===== src/rtl/ssp_pkg.sv =====
package ssp_pkg;

  // Per-cycle strobes from the sequencer to the shift datapath
  typedef struct packed {
    logic load;      // capture the write data for transmission
    logic shiftOut;  // advance to the next outgoing bit
    logic sampleIn;  // capture the incoming bit at the rising edge
    logic finish;    // last clock of the last bit slot
    logic txMode;    // current transfer direction
  } sspStrobe_t;

endpackage


===== src/rtl/ssp_ctrl.sv =====
module ssp_ctrl
  import ssp_pkg::*;
#(
  parameter int BITS   = 8,
  parameter int PERIOD = 12,
  parameter int HOLD   = 2
) (
  input  logic       clk,
  input  logic       rstN,
  input  logic       wrEn,
  input  logic       addr,
  input  logic       wrTi,
  input  logic       wrRi,
  input  logic       wrRen,
  output sspStrobe_t stb,
  output logic       busy,
  output logic       sclkOut,
  output logic       dataOe,
  output logic       txFlag,
  output logic       rxFlag,
  output logic       rxEn
);

  localparam int PW = (PERIOD > 1) ? $clog2(PERIOD) : 1;
  localparam int BW = (BITS > 1) ? $clog2(BITS) : 1;
  localparam logic [PW-1:0] LAST_PH   = PW'(PERIOD - 1);
  localparam logic [PW-1:0] RISE_PH   = PW'(PERIOD - HOLD);
  localparam logic [PW-1:0] SAMPLE_PH = PW'(PERIOD - HOLD - 1);
  localparam logic [BW-1:0] LAST_BIT  = BW'(BITS - 1);

  logic [PW-1:0] phase;
  logic [BW-1:0] bitCnt;
  logic          txMode;
  logic          ctlWr, startTx, startRx, slotEnd, lastSlot;

  always_comb begin
    ctlWr    = wrEn && addr;
    startTx  = wrEn && !addr && !busy;
    // reception begins when the enable-and-flag-clear condition becomes true
    startRx  = ctlWr && !busy && !(rxEn && !rxFlag) && (wrRen && !wrRi);
    slotEnd  = busy && (phase == LAST_PH);
    lastSlot = slotEnd && (bitCnt == LAST_BIT);

    stb.load     = startTx;
    stb.shiftOut = slotEnd && txMode && !lastSlot;
    stb.sampleIn = busy && !txMode && (phase == SAMPLE_PH);
    stb.finish   = lastSlot;
    stb.txMode   = txMode;
  end

  // Bit-slot sequencer
  always_ff @(posedge clk) begin
    if (!rstN) begin
      busy   <= 1'b0;
      txMode <= 1'b0;
      phase  <= '0;
      bitCnt <= '0;
    end else if (startTx || startRx) begin
      busy   <= 1'b1;
      txMode <= startTx;
      phase  <= '0;
      bitCnt <= '0;
    end else if (busy) begin
      if (slotEnd) begin
        phase <= '0;
        if (lastSlot) begin
          busy <= 1'b0;
        end else begin
          bitCnt <= bitCnt + 1'b1;
        end
      end else begin
        phase <= phase + 1'b1;
      end
    end
  end

  // Status and control bits; hardware completion wins over a same-cycle write
  always_ff @(posedge clk) begin
    if (!rstN) begin
      txFlag <= 1'b0;
      rxFlag <= 1'b0;
      rxEn   <= 1'b0;
    end else begin
      if (ctlWr) begin
        txFlag <= wrTi;
        rxFlag <= wrRi;
        rxEn   <= wrRen;
      end
      if (lastSlot && txMode)  txFlag <= 1'b1;
      if (lastSlot && !txMode) rxFlag <= 1'b1;
    end
  end

  assign sclkOut = !busy || (phase >= RISE_PH);
  assign dataOe  = busy && txMode;

endmodule


===== src/rtl/ssp_datapath.sv =====
module ssp_datapath
  import ssp_pkg::*;
#(
  parameter int DATA_W = 8
) (
  input  logic              clk,
  input  logic              rstN,
  input  sspStrobe_t        stb,
  input  logic [DATA_W-1:0] wrData,
  input  logic              dataIn,
  output logic              dataOut,
  output logic [DATA_W-1:0] rxBuf
);

  logic [DATA_W-1:0] shiftReg;

  // One register serves both directions, always moving toward bit 0
  always_ff @(posedge clk) begin
    if (!rstN) begin
      shiftReg <= '0;
    end else if (stb.load) begin
      shiftReg <= wrData;
    end else if (stb.shiftOut) begin
      shiftReg <= shiftReg >> 1;
    end else if (stb.sampleIn) begin
      shiftReg <= {dataIn, shiftReg[DATA_W-1:1]};
    end
  end

  always_ff @(posedge clk) begin
    if (!rstN) begin
      rxBuf <= '0;
    end else if (stb.finish && !stb.txMode) begin
      rxBuf <= shiftReg;
    end
  end

  assign dataOut = shiftReg[0];

endmodule


===== src/rtl/sync_shift_port.sv =====
module sync_shift_port
  import ssp_pkg::*;
#(
  parameter int DATA_W = 8,
  parameter int PERIOD = 12,
  parameter int HOLD   = 2
) (
  input  logic              clk,
  input  logic              rstN,
  input  logic              wrEn,
  input  logic              addr,
  input  logic [DATA_W-1:0] wrData,
  output logic [DATA_W-1:0] rdData,
  output logic              sclkOut,
  output logic              dataOut,
  output logic              dataOe,
  input  logic              dataIn,
  output logic              txFlag,
  output logic              rxFlag
);

  localparam int CTL_BITS = 3;

  sspStrobe_t        stb;
  logic              busy;
  logic              rxEn;
  logic [DATA_W-1:0] rxBuf;

  ssp_ctrl #(
    .BITS  (DATA_W),
    .PERIOD(PERIOD),
    .HOLD  (HOLD)
  ) u_ctrl (
    .clk    (clk),
    .rstN   (rstN),
    .wrEn   (wrEn),
    .addr   (addr),
    .wrTi   (wrData[0]),
    .wrRi   (wrData[1]),
    .wrRen  (wrData[2]),
    .stb    (stb),
    .busy   (busy),
    .sclkOut(sclkOut),
    .dataOe (dataOe),
    .txFlag (txFlag),
    .rxFlag (rxFlag),
    .rxEn   (rxEn)
  );

  ssp_datapath #(
    .DATA_W(DATA_W)
  ) u_dp (
    .clk    (clk),
    .rstN   (rstN),
    .stb    (stb),
    .wrData (wrData),
    .dataIn (dataIn),
    .dataOut(dataOut),
    .rxBuf  (rxBuf)
  );

  assign rdData = addr ? {{(DATA_W-CTL_BITS){1'b0}}, rxEn, rxFlag, txFlag} : rxBuf;

endmodule


===== config.mk =====
export PLATFORM = sky130hd
export DESIGN_NAME = sync_shift_port
export DESIGN_NICKNAME = d
export VERILOG_FILES = /design/src/rtl/ssp_pkg.sv /design/src/rtl/ssp_ctrl.sv /design/src/rtl/ssp_datapath.sv /design/src/rtl/sync_shift_port.sv
export SDC_FILE = /design/constraint.sdc
export NUM_CORES = 1
export LEC_CHECK = 0
export ABC_AREA = 1
export CORE_ASPECT_RATIO = 0.6
export CORE_UTILIZATION = 30
export CTS_BUF_LIST = sky130_fd_sc_hd__clkbuf_2
export DETAILED_ROUTE_END_ITERATION = 12
export GPL_TIMING_DRIVEN = 0
export SYNTH_ARGS = -nofsm -noshare
export SYNTH_HDL_FRONTEND = slang
export SYNTH_SLANG_ARGS = --single-unit

===== constraint.sdc =====
create_clock -name clk -period 2.2 [get_ports clk]
set_clock_uncertainty 0.1 [all_clocks]
set_input_delay 0.22 -clock clk [delete_from_list [all_inputs] [get_ports clk]]
set_output_delay 0.22 -clock clk [all_outputs]
set_load 0.01 [all_outputs]

## After elaboration in Yosys (flattened, before gate mapping)

Cells that the tools add are included.

- Bits in registers: 28
- Latch bits: 0
- Memory bits (writable): 0
- Memory bits (read-only): 0
- Output and inout port bits: 13
- Memories kept: 0

- $add $sub $neg: 2
- $mul: 0
- Div/mod/pow operators: 0
- $lt $le $gt $ge: 1
- Eq/ne operators: 3
- Shift-type cells: 0
- Muxes and demuxes: 13
- Bitwise operators: 2
- Reductions and logical operators: 31

Operators by type and width:

| kind | count |
|---|---|
| $mux W8 | 4 |
| $logic_and A1 B1 Y1 | 17 |
| $eq A4 B4 Y1 const B | 2 |
| $mux W1 | 8 |
| $logic_not A1 Y1 | 7 |
| $add A4 B1 Y4 const B | 1 |
| $ge A4 B4 Y1 const B | 1 |
| $mux W4 | 1 |
| $reduce_bool A2 Y1 | 2 |
| $add A3 B1 Y3 const B | 1 |
| $eq A3 B3 Y1 const B | 1 |
| $reduce_and A3 Y1 | 1 |
| $reduce_bool A3 Y1 | 1 |
| $logic_or A1 B1 Y1 | 2 |
| $not A1 Y1 | 2 |
| $reduce_or A2 Y1 | 1 |

## Longest topological paths before layout

Gate-level depths: netlist of run 1.

- Depth in word-level cells: 7
- Mapped depth: 10

## Cells and area by module

From an unflattened synthesis of run 1, not the netlist that was laid out.

- Cell total of the unflattened synthesis: 233
- Area, all modules: 1551.5 um2

By module, submodules not included:

| module | times used | cells an instance | area each (um2) | seq. area each (um2) |
|---|---|---|---|---|
| ssp_datapath | 1 | 115 | 768.2 | 320.3 |
| ssp_ctrl | 1 | 97 | 696.9 | 240.2 |
| sync_shift_port | 1 | 21 | 86.3 | 0.0 |

## Least setup slack after synthesis of run 1

OpenSTA, ideal clock, no wires.

- Kind: register to register
- Start point: reg u_ctrl.bitCnt[0]
- End point: reg u_dp.shiftReg[1]
- Library setup time: 0.119 ns
- Data arrival time: 1.325 ns
- Required time: 1.981 ns
- Path slack: 0.656 ns
- Cell stages (with the launch flop): 10
- Buffers on the path: 1
- Path through: dfxtp_1 -> ha_1 -> ha_1 -> inv_1 -> nand3_4 -> nand2_4 -> buf_6 -> nand2_1 -> o21ai_1 -> nor2_2

- Longest elaborated chain between the ends: 6
- Elaborated cells between the ends (all ways): 7
- Classes of those cells: eq/ne: 1; mux: 2; reduce/logical: 4

RTL lines:

| element | line | source |
|---|---|---|
| from (decl) | ssp_ctrl.sv:32 | `logic [BW-1:0] bitCnt;` |
| from (signal assigned) | ssp_ctrl.sv:69 | `bitCnt <= bitCnt + 1'b1;` |
| $eq A3 B3 Y1 (*) | ssp_ctrl.sv:42 | `lastSlot = slotEnd && (bitCnt == LAST_BIT);` |
| $logic_and A1 B1 Y1 (*) | ssp_ctrl.sv:42 |  |
| $logic_not A1 Y1 (*) | ssp_ctrl.sv:45 | `stb.shiftOut = slotEnd && txMode && !lastSlot;` |
| $logic_and A1 B1 Y1 (*) | ssp_ctrl.sv:45 |  |
| $mux W8 | ssp_datapath.sv:23 | `end else if (stb.shiftOut) begin` |
| $mux W8 | ssp_datapath.sv:21 | `end else if (stb.load) begin` |
| to (signal assigned) | ssp_datapath.sv:22 | `shiftReg <= wrData;` |
| to (signal assigned) | ssp_datapath.sv:24 | `shiftReg <= shiftReg >> 1;` |
| to (signal assigned) | ssp_datapath.sv:26 | `shiftReg <= {dataIn, shiftReg[DATA_W-1:1]};` |
| to (decl) | ssp_datapath.sv:15 | `logic [DATA_W-1:0] shiftReg;` |

Mark *: on every way between the ends. The rest lies on a longest branch, timed or not.
A chain may end at the register's enable or synchronous reset.

## Final worst setup path of run 1

- Start point: in addr
- End point: out rdData[1]

- Longest elaborated chain between the ends: 1

RTL lines:

| element | line | source |
|---|---|---|
| from (decl) | sync_shift_port.sv:11 | `input logic addr,` |
| $mux W8 | sync_shift_port.sv:62 | `assign rdData = addr ? {{(DATA_W-CTL_BITS){1'b0}}, rxEn, rxFlag, txFlag} : rxBuf;` |
| to (decl) | sync_shift_port.sv:13 | `output logic [DATA_W-1:0] rdData,` |

No other way between the ends.

==> reports/qor.yml, run 1 <==
cts.sinks: 28
dp_hpwl_um: 2400
cts_max_path_buffers: 2
synthArstFlopShare_pct: 0
root_buffer: "clkbuf_2"
critPathArrivalTime_ps: 1710
globalplace.congestion: 0.778
dr.pass1.iters: 5
r2r-end: "u_dp.rxBuf[6]$_SDFFE_PN0P_"
synth_top_cell_area_share_pct: 39.1
synthCells: 199
core_um2: 4590
cp-start-kind: "input pin"
start_util_pct: 31.3
critical_path_peak_fanout: 10
crit_slowest_cell: "clkdlybuf4s50_1"
viasPerCell: 4.43
netlist_area_um2: 1440
die_area_um2: 5070
r2r_cells: 8
htreeDepth: 1
grt_max_degree: 16
grtUsageTotal_pct: 13.3
antenna_found_initial: 0
ys_seq_elements: 28
final.setup.tns_ps: 0
drive_gt1_share_pct: 11.8
finalPower_mw: 0.876
crit_path_end_kind: "output port"
wl_per_cell_um: 10.6
fp.dieW_um: 91.3
synth_area_per_cell_um2: 7.21
layout_worst_path_cycle_share_pct: 92.1
yosysWarnings: 0
clkTransAtPathRegs_ps: 270
slew_violations: 0
ir_drop_mv: 0.263
yosysSeqAreaShare_pct: 39.1
grt_pass1_vias: 1143
cp_cell_sequence: "clkdlybuf4s50_1 -> clkbuf_2 -> nand2_1 -> o21ai_0 -> clkdlybuf4s50_1"
p_leak_nw: 0.757
cellPowerDensity_nw_per_um2: 488
ff2ff_setup_slack_ps: 400
rows: 19
io_pins: 26
setup_viol: 0
netlist_top_cells_area: "dfxtp_1, nand2_1, a21oi_1, inv_1, nor2_1"
overflow: 0
layout.nets: 248
io_buffers: 25
hold_end: "u_ctrl.rxEn$_SDFFE_PN0N_"
synth-edff-count: 0
areaGrowthSynthToFinish_pct: 25.2
maxCapViolCount: 0
drc: 0
crit_required_ps: 1880
fin_hold_ws_ps: 348
grt_pass1_wl_um: 5370
final_area_um2: 1800
drt-total-wl_um: 3090
fp.dieH_um: 55.6
antenna_cells: 0
synthTopCellsByCount: "nand2_1, dfxtp_1, inv_1, nor2_1, a21oi_1"
synth_flop_cell: "dfxtp_1"
clk_latency_ps: 370
hp-class: "in -> reg"
hp-start: "wrData[2]"
crit_path_start: "addr"
tightest_slew_ps: 362
status: "completed"
cts_made_buffers: 3
cts_tree: "yes"
dp_slack_ps: -12.6
drtIter0Drc: 68
hold_violations: 0
post_dp_cell_area_um2: 1760
synth_cell_types: 28
post-route-min-period_ps: 2030
synth_nets: 217
via_count: 1295
critical_path.max_stage_delay_ps: 560
fmax_mhz: 493
ant_nets: 0
synth_most_common_cell: "nand2_1"
timing.rr.start: "u_ctrl.bitCnt[0]$_SDFFE_PP0P_"
cpMostUsedCell: "clkdlybuf4s50_1"
grt_setup_unrepaired: "no"
path_class: "in -> out"
hold_depth: 3
slew_headroom_pct: 75.8
yosysTopAreaCell: "dfxtp_1"
fin_ws_ps: 173
placed cells by master (no fill, tap or decap):
master           instances
clkdlybuf4s50_1         24
dfxtp_1                 26
nand2_4                  3
dfxtp_2                  2
buf_6                    2
o21ai_1                  6
nor2_1                  21
inv_2                    2
buf_2                    1
nor3_4                   1
o21bai_1                 1
nand3_1                  7
nor2_4                   1
buf_4                    2
ha_1                     5
or2_2                    1
nand2_2                  3
clkbuf_2                 4
a31oi_1                  1
or2_0                    1
nand3_4                  1
clkinv_1                 1
nor2_8                   1
nand3_2                  1
nor2_2                   2
nand4_1                  1
o21ai_0                 15
inv_1                   26
nand2_1                 42
a21oi_1                 20
dlymetal6s2s_1           1
clkbuf_1                 1
nor3_1                   3
worst max-delay path by stage:
stage | to | slack [ps]
final | rdData[1] | 170
after global routing | rdData[1] | 80
after CTS | sclkOut | 80
after detailed placement | rdData[1] | -10
after global placement | rdData[1] | -20
after floorplan | u_dp.shiftReg[1]$_SDFFE_PN0P_ | 660
what timing repair did:
item,CTS,global route
setup buffers,0,1
resized for setup,1,3
hold endpoints to repair,0,0
setup endpoints to repair,2,1
hold buffers,0,0
critical path, delay by kind of cell:
kind            cells  cell delay, ps
buf+inv             3            1350
simple gates        1              70
compound gates      1              70
sequential cells by signal, summed over array words and instances, names as in the netlist:
signal	cells
u_ctrl.phase	4
u_dp.shiftReg	8
u_ctrl.bitCnt	3
u_ctrl.rxEn	1
u_ctrl.busy	1
u_dp.rxBuf	8
u_ctrl.txFlag	1
u_ctrl.rxFlag	1
u_ctrl.txMode	1
through the flow:
| step | util [%] | std cells |
|---|---|---|
| 3_5_place_dp | 38.5 | 287 |
| 3_3_place_gp | 38.5 | 287 |
| 4_1_cts | 38.9 | 291 |
| 6_report | 39.2 | 292 |
| 2_1_floorplan | - | 199 |
| 5_1_grt | 39.2 | 292 |
layout make-up:
cell class	count	area (um2)
clock inverter	1	3.75
tap	63	78.8
multi-input combinational	137	727
sequential	28	563
timing repair buffer	26	260
fill	484	2790
buffer	6	43.8
inverter	28	105
clock buffer	3	15.0
power by group:
| group | leakage [nW] | internal (mW) | switching (mW) | total, mW |
|---|---|---|---|---|
| Sequential | 0.229 | 0.527 | 0.0142 | 0.541 |
| Clock | 0.0140 | 0.0394 | 0.152 | 0.191 |
| Combinational | 0.514 | 0.0671 | 0.0769 | 0.144 |
| Total | 0.757 | 0.633 | 0.243 | 0.876 |
layer usage:
layer,routed length [um],GRT usage (%)
met3,223,3.96
met1,1790,22.0
met2,1060,16.5
met5,0,0
met4,9,2.04
cells by family after synthesis:
logic type / Yosys count / share of synthesized area, %
AO/OA/AOI/OAI: 43 / 15.3
flip-flops: 28 / 39.1
AND/OR/NAND/NOR: 89 / 31.0
adder cells (fa/ha/maj): 5 / 4.36
buffers and inverters: 34 / 10.3
No activity file was read; power rests on OpenSTA's default activity.
==> inputs of run 2 (changes only) <==
- ABC_AREA: 1 -> not set
- CTS_CLUSTER_SIZE: not set -> 20
==> reports/qor.yml, run 2 <==
place_inst: 248  # was 287
ir_drop_mv: 0.193  # was 0.263 mV
fp.dieW_um: 90.4  # was 91.3 um
cellPowerDensity_nw_per_um2: 498  # was 488 nW/um2
r2r_cells: 6  # was 8
grt_use_met3_pct: 3.83  # was 3.96%
cts.sinks: 28  # unchanged
drive_gt1_share_pct: 11.9  # was 11.8%
p_clk_share_pct: 22.6  # was 21.8%
drc: 0  # unchanged
cp-start-kind: "input pin"  # unchanged
cts_max_path_buffers: 2  # unchanged
tightest_slew_ps: 447  # was 362 ps
die_area_um2: 4980  # was 5070 um2
synthTopCellsByCount: "dfxtp_1, o21ai_0, nand2_1, a21oi_1, nand3_1"  # was nand2_1, dfxtp_1, inv_1, nor2_1, a21oi_1
maxCapViolCount: 0  # unchanged
slew_headroom_pct: 70.2  # was 75.8%
io_buffers: 24  # was 25
power.net_switching_mw: 0.246  # was 0.243 mW
layout_worst_path_cycle_share_pct: 95.5  # was 92.1%
setup_viol: 0  # unchanged
yosysSeqAreaShare_pct: 39.8  # was 39.1%
yosysTopAreaCell: "dfxtp_1"  # unchanged
hold_violations: 0  # unchanged
grt.busiest_layer: "met1"  # unchanged
power_frac_seq_pct: 62.5  # was 61.7%
rows: 18  # was 19
crit_required_ps: 1880  # about the same
antenna_cells: 0  # unchanged
synth_top_cell_area_share_pct: 39.8  # was 39.1%
synth_flop_cell: "dfxtp_1"  # unchanged
cts_made_buffers: 3  # unchanged
netlist_top_cells_area: "dfxtp_1, o21ai_0, mux2i_1, a21oi_1, nand2_1"  # was dfxtp_1, nand2_1, a21oi_1, inv_1, nor2_1
post-route-min-period_ps: 2100  # was 2030 ps
synth_area_per_cell_um2: 8.58  # was 7.21 um2
cts_tree: "yes"  # unchanged
grt_max_degree: 16  # unchanged
grt_pass1_vias: 1018  # was 1143
io_pins: 26  # unchanged
path_class: "in -> out"  # unchanged
p_leak_nw: 0.642  # was 0.757 nW
synth_nets: 182  # was 217
grt_pass1_wl_um: 5200  # was 5370 um
synth_most_common_cell: "dfxtp_1"  # was nand2_1
htreeDepth: 1  # unchanged
netlist_area_um2: 1410  # was 1440 um2
critical_path_peak_fanout: 10  # unchanged
areaGrowthSynthToFinish_pct: 25.2  # about the same
start_util_pct: 32.7  # was 31.3%
core_um2: 4300  # was 4590 um2
grt_use_met2_pct: 19.0  # was 16.5%
top_regs: "u_dp.rxBuf x8, u_dp.shiftReg x8, u_ctrl.phase x4"  # unchanged
hp-class: "in -> reg"  # unchanged
layout.nets: 212  # was 248
grt_use_met1_pct: 20.9  # was 22.0%
drt-total-wl_um: 3170  # was 3090 um
grt_setup_unrepaired: "no"  # unchanged
switching_share_pct: 28.0  # was 27.7%
clkTransAtPathRegs_ps: 270  # about the same
hold_buffers: 0  # unchanged
final_common_cell: "dfxtp_1"  # was nand2_1
synth_cell_types: 35  # was 28
synth-edff-count: 0  # unchanged
drtIter0Drc: 72  # was 68
p_comb_share_pct: 14.9  # was 16.4%
dp_hpwl_um: 2440  # was 2400 um
fin_cells: 253  # was 292
critPathArrivalTime_ps: 1780  # was 1710 ps
wl_per_cell_um: 12.5  # was 10.6 um
viasPerCell: 4.70  # was 4.43
ys_seq_elements: 28  # unchanged
root_buffer: "clkbuf_2"  # unchanged
fmax_mhz: 476  # was 493 MHz
intPower_mw: 0.631  # was 0.633 mW
hold_depth: 3  # unchanged
antenna_found_initial: 0  # unchanged
via_count: 1188  # was 1295
final_core_util_pct: 41.0  # was 39.2%
finalPower_mw: 0.877  # was 0.876 mW
status: "completed"  # unchanged
final.setup.tns_ps: 0  # unchanged
yosysWarnings: 0  # unchanged
clk_latency_ps: 380  # was 370 ps
synthArstFlopShare_pct: 0  # unchanged
layout_common_cells: "dfxtp_1, clkdlybuf4s50_1, o21ai_0, nand2_1, a21oi_1"  # was nand2_1, inv_1, dfxtp_1, clkdlybuf4s50_1, nor2_1
dr.pass1.iters: 4  # was 5
synthCells: 164  # was 199
grtUsageTotal_pct: 13.8  # was 13.3%
crit_path_end_kind: "output port"  # unchanged
ant_nets: 0  # unchanged
overflow: 0  # unchanged
slew_violations: 0  # unchanged
fp.dieH_um: 55.1  # was 55.6 um
globalplace.congestion: 0.728  # was 0.778
run 2: changes by cell type in the layout (fill, tap and decap cells not counted), moves of 6 or more:
cell,previous run,this run
a21oi_1,20,14
nor2_1,21,9
inv_1,26,9
mux2i_1,0,9
nand2_1,42,17
run 2: kinds of logic after synthesis:
group | after synthesis | synth area share (%)
flops | 28 | 39.8
compound gates | 49 | 21.5
mux | 12 | 8.80
xor+xnor | 1 | 0.622
fa+ha+maj | 5 | 4.44
buf+inv | 18 | 5.78
simple gates | 51 | 19.0
run 2: per-stage QoR:
| stage | area (um2) | hold slack (ps) | setup WS [ps] |
|---|---|---|---|
| after detailed placement | 1720 | 344 | -180 |
| after CTS | 1760 | 74.3 | 22.7 |
| after global routing | 1760 | 58.7 | 20.3 |
| final | 1760 | 77.2 | 98.8 |
| after global placement | 1720 | 338 | -193 |
| after floorplan | 1410 | 267 | 482 |
run 2: final timing paths:
check                                from                         end  slack (ps)
max                                  addr                   rdData[2]         100
min reg2reg    u_dp.rxBuf[6]$_SDFFE_PN0P_  u_dp.rxBuf[6]$_SDFFE_PN0P_         370
max reg2reg  u_ctrl.phase[1]$_SDFFE_PP0P_  u_dp.rxBuf[5]$_SDFFE_PN0P_         290
min                                  rstN  u_dp.rxBuf[7]$_SDFFE_PN0P_          80
run 2: final cells by class:
cell class | instances | area [um2]
timing repair buffer | 25 | 250
buffer | 9 | 52.6
clock buffer | 3 | 15.0
clock inverter | 1 | 3.75
inverter | 9 | 33.8
multi-input combinational | 118 | 766
tap | 60 | 75.1
sequential | 28 | 566
fill | 443 | 2540
run 2: power groups by stage:
stage | logic, mW | registers (mW) | clock network (mW)
after floorplan | 0.0712 | 0.553 | 0
final | 0.131 | 0.548 | 0.198
after global placement | 0.126 | 0.557 | 0
after detailed placement | 0.126 | 0.558 | 0
after global routing | 0.143 | 0.552 | 0.226
after CTS | 0.130 | 0.547 | 0.204
run 2: critical path: stages:
cell,delay [ps]
clkdlybuf4s50_1,530
buf_4,210
mux2_2,340
clkdlybuf4s50_1,470
run 2: timing repair:
action                                  4_1_cts  5_1_grt
buffers inserted                              1        0
endpoints found under the setup margin        5        5
gates resized for setup                       4        4
run 2: metal layers:
layer	part of all wire, %	wire length [um]	up-vias
met5	0	0	-
met4	0.54	17	0
met3	3.9	123	4
met2	34	1070	26
met1	62	1960	523
li1	-	-	635
